### src/rtl/trig_pkg.sv
`timescale 1ns/1ps
package trig_pkg;
  localparam int REG_W  = 32;
  localparam int PM_LSB = 4;
  localparam int PM_W   = 3;
  localparam int SM_LSB = 20;
  localparam int SM_W   = 4;
  localparam int NREF   = 6;

  typedef enum logic [3:0] {
    TM_CNT_RST  = 4'd0,
    TM_CNT_EN   = 4'd1,
    TM_UPDATE   = 4'd2,
    TM_CC1      = 4'd3,
    TM_LVL1     = 4'd4,
    TM_LVL2     = 4'd5,
    TM_LVL3     = 4'd6,
    TM_LVL4     = 4'd7,
    TM_LVL5     = 4'd8,
    TM_LVL6     = 4'd9,
    TM_ANY4     = 4'd10,
    TM_ANY6     = 4'd11,
    TM_R4_OR_R6 = 4'd12,
    TM_R4_OR_F6 = 4'd13,
    TM_R5_OR_R6 = 4'd14,
    TM_R5_OR_F6 = 4'd15
  } trig_mode_e;

  typedef struct packed {
    logic cnt_rst;
    logic cnt_en;
    logic upd;
    logic cc1;
  } tim_evt_t;
endpackage

### src/rtl/trig_ctrl_reg.sv
`timescale 1ns/1ps
module trig_ctrl_reg
  import trig_pkg::*;
#(
  parameter bit HAS_SEC = 1'b1
) (
  input  logic             clk,
  input  logic             rst_n,
  input  logic             wr_en,
  input  logic [REG_W-1:0] wr_data,
  output logic [REG_W-1:0] rd_data,
  output logic [PM_W-1:0]  pmode,
  output logic [SM_W-1:0]  smode
);
  logic unused_wr_bits;

  always_ff @(posedge clk or negedge rst_n) begin
    if (!rst_n)     pmode <= '0;
    else if (wr_en) pmode <= wr_data[PM_LSB +: PM_W];
  end

  generate
    if (HAS_SEC) begin : g_sec_field
      always_ff @(posedge clk or negedge rst_n) begin
        if (!rst_n)     smode <= '0;
        else if (wr_en) smode <= wr_data[SM_LSB +: SM_W];
      end
      assign unused_wr_bits = ^{wr_data[REG_W-1:SM_LSB+SM_W],
                                wr_data[SM_LSB-1:PM_LSB+PM_W],
                                wr_data[PM_LSB-1:0]};
    end else begin : g_sec_absent
      assign smode = '0;
      assign unused_wr_bits = ^{wr_data[REG_W-1:PM_LSB+PM_W],
                                wr_data[PM_LSB-1:0]};
    end
  endgenerate

  always_comb begin
    rd_data = '0;
    rd_data[PM_LSB +: PM_W] = pmode;
    rd_data[SM_LSB +: SM_W] = smode;
  end
endmodule

### src/rtl/trig_edge_det.sv
`timescale 1ns/1ps
module trig_edge_det #(
  parameter int N = 6
) (
  input  logic         clk,
  input  logic         rst_n,
  input  logic [N-1:0] lvl,
  output logic [N-1:0] rise,
  output logic [N-1:0] fall
);
  logic [N-1:0] lvl_q;

  always_ff @(posedge clk or negedge rst_n) begin
    if (!rst_n) lvl_q <= '0;
    else        lvl_q <= lvl;
  end

  for (genvar i = 0; i < N; i++) begin : g_bit
    assign rise[i] = lvl[i] & ~lvl_q[i];
    assign fall[i] = ~lvl[i] & lvl_q[i];
  end
endmodule

### src/rtl/trig_src_sel.sv
`timescale 1ns/1ps
module trig_src_sel
  import trig_pkg::*;
#(
  parameter int MODE_W = 4
) (
  input  logic              clk,
  input  logic              rst_n,
  input  logic [MODE_W-1:0] mode,
  input  tim_evt_t          evt,
  input  logic [NREF-1:0]   lvl,
  input  logic [NREF-1:0]   rise,
  input  logic [NREF-1:0]   fall,
  output logic              trig
);
  trig_mode_e mode_e;
  logic       nxt;

  always_comb begin
    logic [3:0] m;
    m = '0;
    m[MODE_W-1:0] = mode;
    mode_e = trig_mode_e'(m);
  end

  always_comb begin
    unique case (mode_e)
      TM_CNT_RST:  nxt = evt.cnt_rst;
      TM_CNT_EN:   nxt = evt.cnt_en;
      TM_UPDATE:   nxt = evt.upd;
      TM_CC1:      nxt = evt.cc1;
      TM_LVL1:     nxt = lvl[0];
      TM_LVL2:     nxt = lvl[1];
      TM_LVL3:     nxt = lvl[2];
      TM_LVL4:     nxt = lvl[3];
      TM_LVL5:     nxt = lvl[4];
      TM_LVL6:     nxt = lvl[5];
      TM_ANY4:     nxt = rise[3] | fall[3];
      TM_ANY6:     nxt = rise[5] | fall[5];
      TM_R4_OR_R6: nxt = rise[3] | rise[5];
      TM_R4_OR_F6: nxt = rise[3] | fall[5];
      TM_R5_OR_R6: nxt = rise[4] | rise[5];
      TM_R5_OR_F6: nxt = rise[4] | fall[5];
      default:     nxt = 1'b0;
    endcase
  end

  always_ff @(posedge clk or negedge rst_n) begin
    if (!rst_n) trig <= 1'b0;
    else        trig <= nxt;
  end
endmodule

### src/rtl/trig_mode_sel.sv
`timescale 1ns/1ps
module trig_mode_sel
  import trig_pkg::*;
#(
  parameter bit HAS_SEC = 1'b1
) (
  input  logic             clk,
  input  logic             rst_n,
  input  logic             wr_en,
  input  logic [REG_W-1:0] wr_data,
  output logic [REG_W-1:0] rd_data,
  input  logic             cnt_rst,
  input  logic             cnt_en,
  input  logic             upd_evt,
  input  logic             cc1_match,
  input  logic [NREF-1:0]  oc_ref,
  output logic             trig_pri,
  output logic             trig_sec
);
  logic [PM_W-1:0] pmode;
  logic [SM_W-1:0] smode;
  tim_evt_t        evt;

  assign evt = '{cnt_rst: cnt_rst, cnt_en: cnt_en, upd: upd_evt, cc1: cc1_match};

  trig_ctrl_reg #(.HAS_SEC(HAS_SEC)) u_reg (
    .clk(clk), .rst_n(rst_n), .wr_en(wr_en), .wr_data(wr_data),
    .rd_data(rd_data), .pmode(pmode), .smode(smode)
  );

  trig_src_sel #(.MODE_W(PM_W)) u_pri (
    .clk(clk), .rst_n(rst_n), .mode(pmode), .evt(evt), .lvl(oc_ref),
    .rise('0), .fall('0), .trig(trig_pri)
  );

  generate
    if (HAS_SEC) begin : g_sec
      logic [NREF-1:0] rise, fall;

      trig_edge_det #(.N(NREF)) u_edge (
        .clk(clk), .rst_n(rst_n), .lvl(oc_ref), .rise(rise), .fall(fall)
      );

      trig_src_sel #(.MODE_W(SM_W)) u_sec (
        .clk(clk), .rst_n(rst_n), .mode(smode), .evt(evt), .lvl(oc_ref),
        .rise(rise), .fall(fall), .trig(trig_sec)
      );
    end else begin : g_no_sec
      logic unused_smode;
      assign unused_smode = ^smode;
      assign trig_sec = 1'b0;
    end
  endgenerate
endmodule

### config.mk
export PLATFORM = sky130hd
export DESIGN_NAME = trig_mode_sel
export DESIGN_NICKNAME = d
export VERILOG_FILES = /design/src/rtl/trig_pkg.sv /design/src/rtl/trig_ctrl_reg.sv /design/src/rtl/trig_edge_det.sv /design/src/rtl/trig_src_sel.sv /design/src/rtl/trig_mode_sel.sv
export SDC_FILE = /design/constraint.sdc
export NUM_CORES = 1
export LEC_CHECK = 0
export BUFFER_PORTS_ARGS = -buffer_cell sky130_fd_sc_hd__buf_2
export CORE_MARGIN = 4
export CORE_UTILIZATION = 33
export CTS_CLUSTER_SIZE = 30
export DETAILED_ROUTE_END_ITERATION = 10
export HOLD_SLACK_MARGIN = 0.02
export PLACE_DENSITY = 0.75
export SETUP_SLACK_MARGIN = 0.3
export SKIP_LAST_GASP = 1
export SYNTH_ARGS = -nofsm -noshare
export SYNTH_HDL_FRONTEND = slang
export SYNTH_SLANG_ARGS = --single-unit
### constraint.sdc
create_clock -name clk -period 1.3 [get_ports clk]
set_input_delay 0.26 -clock clk [delete_from_list [all_inputs] [get_ports clk]]
set_output_delay 0.26 -clock clk [all_outputs]
set_load 0.03 [all_outputs]
==> Word-level counts from Yosys, hierarchy flattened <==
Index checks and enable logic that the tools add are counted.
Widths: inputs -> output; s select.
{ "word_totals": {"output_inout_bits": 34, "wordCells": 47, "ff_bits": 15, "inputBits": 45} }
{ "op_classes": {"muxes": 2, "n_reduce_logical": 2, "eq_ne": 22, "bitwise": 16} }
{ "op_table": {"columns": ["cell", "n"], "rows": [
  ["$eq 4x4->1 const B", 8],
  ["$eq 4x3->1 const B", 4],
  ["$pmux 1 s16", 1],
  ["$eq 3x3->1 const B", 4],
  ["$eq 4x2->1 const B", 2],
  ["$logic_not 4->1", 2],
  ["$pmux 1 s8", 1],
  ["$eq 3x2->1 const B", 2],
  ["$or 1x1->1", 6],
  ["$and 1x1->1", 5],
  ["$not 1->1", 5],
  ["$eq 4x1->1 const B", 1],
  ["$eq 3x1->1 const B", 1]
]} }

==> Depth between registers and ports, before layout <==
{ "logic_depth": {"ltp_word": 4, "ltp_mapped": 6, "ltp_nobuf": 6} }

==> Hierarchy <==
A second synthesis with hierarchy kept.
{ "unflattened": {"hier_cells": 96, "hier_area_um2": 1097.3} }
{ "by_module_without_submodules": {"columns": ["module", "instances", "seq_area_each_um2", "cells_per_inst", "area_each_um2"], "rows": [
  ["trig_ctrl_reg", 1, 175.2, 48, 535.5],
  ["trig_edge_det", 1, 150.1, 18, 255.2],
  ["trig_src_sel (g_sec.u_sec)", 1, 25.0, 25, 214.0],
  ["trig_src_sel (u_pri)", 1, 25.0, 4, 88.8],
  ["trig_mode_sel", 1, 0.0, 1, 3.8]
]} }

==> Least setup slack after synthesis <==
OpenSTA, ideal clock, no wires.
{ "synth_path": {"kind": "register to register", "startpoint": "register u_reg.pmode[0]", "endpoint": "register u_pri.trig", "t_required_ns": 1.175, "n_path_buf": 0, "setup_time_ns": 0.125, "slack_ns": -0.172, "t_arrival_ns": 1.347, "stages_incl_launch_ff": 3, "synth_period_minus_slack_ns": 1.472, "path_cell_list": "dfrtp_1 -> mux4_2 -> mux2_2"} }
{ "synth_via": {"elab_chain_cells": 2, "elab_cells_between_ends": 9, "classes_between": "eq/ne (7); mux (1); reduce/logical (1)"} }
{ "synth_lines": {"columns": ["element", "line", "rtl"], "rows": [
  ["start: declaration", "trig_ctrl_reg.sv:12", "output logic [PM_W-1:0] pmode,"],
  ["start signal: assignment", "trig_ctrl_reg.sv:19", "else if (wr_en) pmode <= wr_data[PM_LSB +: PM_W];"],
  ["$eq 3x3->1 (tied with other cells)", "trig_src_sel.sv:27", "unique case (mode_e)"],
  ["$pmux 1 s8 (*)", "trig_src_sel.sv:27", null],
  ["named net u_pri.nxt", "trig_src_sel.sv:17", "logic nxt;"],
  ["end signal: assignment", "trig_src_sel.sv:50", "else trig <= nxt;"],
  ["end: declaration", "trig_src_sel.sv:14", "output logic trig"]
]} }
Mark *: on every way through the listed nets, which the timed path passes. The rest lies on a longest branch.
A chain may end at the register's enable or synchronous reset.

==> Worst setup path after layout <==
Same ends and word-level chain as after synthesis.

==> metrics.txt <==
Syn Inst Count=81; CP endpoint kind=register; vias in the first global route=~670; distinct cell type count after synthesis=23; CP Class=reg -> reg; Final Max Slew Viols=0; Final Non-Filler Cells=about 150; IO Port Bufs=28; register area=307 µm²; via count=between 600 and 700; Fill cells=238; maximum clock insertion buffer count=2; GRT Residual Overflow=0; Leakage=between 0.0005 and 0.0006 µW; critical path cell sequence=mux4_2 > mux2_2; Max Cap Violations=0; first-pass GRT wire length=approximately 3 mm; flops & latches, synth=12; Clock Tree Root=clkbuf_4; CP Max Fanout=4; drc violations=0; Global Route Usage Sum=11.3%; Die Width=slightly below 60 µm; final core occ=44.9%; pwr dens=between 1000 and 1500 nW/µm²; WP data arrival=1.47 ns; worst skew pair latency=between 0.2 and 0.3 ns; Sink Count=12; Starting Density=between 30% and 40%; critical path's top delay family=multiplexers; routed wire length=roughly 1.8 mm; placed instance count=between 100 and 150; antenna diode count=0; via density per instance=roughly 4.3; Worst VDD drop=a little over 0.8 mV; Final Hold Fails=0; Final Skew=between 0.005 and 0.006 ns; worst min-delay path class=in -> reg; Die Y=a little under 60 µm; Die Footprint=3520 µm²; commonest non-fill, non-tap cells in the layout=conb_1, buf_2, buf_4; Buf+Inv Stages, Crit Path=0; run status=finished, final reports clean; Critical-path top delay cell=mux4_2; fin crit period=1.29 ns; Post-DRT Antenna Nets=0; sequential area share after synthesis=between 30 and 40%; Multi-input gate area=between 400 and 500 µm²; worst path required time=1.47 ns; Area Growth Syn to Fin=29.1%; most common cell after layout, fill and taps aside=conb_1; Final setup viols=0; CTS clk-pin slew, worst paths=~0.08 ns; core area=roughly 2500 µm²; HPWL after DPL=about 1.4 mm; f_max=around 770 MHz; RSZ-0062 raised after global routing=true; wire per inst=~12 µm; CTS tree=built; setup TNS=0 ns; DR pass1 iterations=3; synthesized cell area=about 870 µm²; Iter 0 DRT Violations=5; pin count of the biggest net entering global routing=13; row count=18; I/O pins=79; Yosys Warn Count=0; GPL Wtd Cong=between 0.7 and 0.8; fin nets=~170; crit-path max cell delay=0.50 ns; H-Tree Depth=1; initial antenna violation count=0; layout cells sized above 1=about 50%; worst hold margin=between 0.1 and 0.15 ns; cts bufs inserted=3; Final Cycle Share=just under 100%; startpoint type of the worst setup path=register; syn_area_per_cell=between 10 and 15 µm²
## where the power goes
part	internal [µW]	switching (µW)
combinational	210	276
sequential	416	46.3
clock	171	133
## layout make-up
cell class	instances	share of cell area (%)
tap	30	3.34
sequential	12	27.3
inverter	3	1.00
timing repair buffer	39	25.6
clock buffer	4	3.23
multi-input combinational	61	39.5
## sequential cells by signal (all words and copies together) (netlist names)
register            count
u_reg.smode             4
g_sec.u_sec.trig        1
u_pri.trig              1
u_reg.pmode             3
g_sec.u_edge.lvl_q      3
## layer usage
layer	GRT usage, %	wire length [µm]
met5	0	0
met4	5.83	38
met3	3.05	205
met2	20.9	978
met1	11.2	582
## logic make-up (layout without fill, tap and decap cells)
family	count (synthesis)	count (layout)	share of synthesized area, %
AO/OA/AOI/OAI	9	9	7.48
XOR/XNOR	1	1	1.01
adder cells (fa/ha/maj)	2	2	2.88
buffers and inverters	32	46	27.5
flip-flops	12	12	34.5
multiplexers	13	13	20.3
other	1	25	0.431
AND/OR/NAND/NOR	11	11	5.90
## through the flow
| step | cell area, µm² | total power [µW] | worst slack (ns) |
|---|---|---|---|
| 2_1_floorplan | 965 | 812 | -0.0876 |
| 3_3_place_gp | 922 | 828 | -0.0664 |
| 3_5_place_dp | 922 | 840 | -0.0853 |
| 4_1_cts | 1100 | 1250 | 0.00499 |
| 5_1_grt | 1120 | 1320 | -0.0430 |
| 6_report | 1120 | 1250 | 0.00691 |
## timing repair
action,4_1_cts,5_1_grt
pin swaps,1,1
setup endpoints to repair,11,11
hold endpoints to repair,12,0
buffers inserted,9,0
resized for setup,19,3
hold buffers,1,0
## Yosys cell counts
master	number	area share, %
conb_1	1	0.43
clkbuf_8	1	1.6
o21ai_0	4	2.3
a2111oi_0	1	1.0
o21bai_1	1	0.86
mux2i_1	3	3.5
mux2_2	7	9.1
nand3b_1	1	0.86
ha_1	2	2.9
dfrtp_1	12	35
a31oi_1	1	0.72
xor2_1	1	1.0
o221ai_2	1	1.7
nor2_1	2	0.86
nand3_1	1	0.57
inv_1	3	1.3
buf_6	2	2.6
clkbuf_1	1	0.43
buf_4	25	22
mux4_2	3	7.8
nand2_1	6	2.6
nand4b_1	1	1.0
a22oi_1	1	0.86
## worst paths after layout
path,to,slack [ns],depth (start not counted),start
min reg2reg,u_reg.pmode[0]$_DFFE_PN0P_,0.62,1,u_reg.pmode[0]$_DFFE_PN0P_
max,u_pri.trig$_DFF_PN0_,0.007,2,u_reg.pmode[0]$_DFFE_PN0P_
min,g_sec.u_edge.lvl_q[4]$_DFF_PN0_,0.11,1,oc_ref[4]
max in group asynchronous,u_reg.smode[0]$_DFFE_PN0P_,0.67,2,rst_n
min in group asynchronous,g_sec.u_edge.lvl_q[3]$_DFF_PN0_,0.39,2,rst_n
max reg2reg,u_pri.trig$_DFF_PN0_,0.007,2,u_reg.pmode[0]$_DFFE_PN0P_
Note: power is estimated with default switching activity, not from simulation.
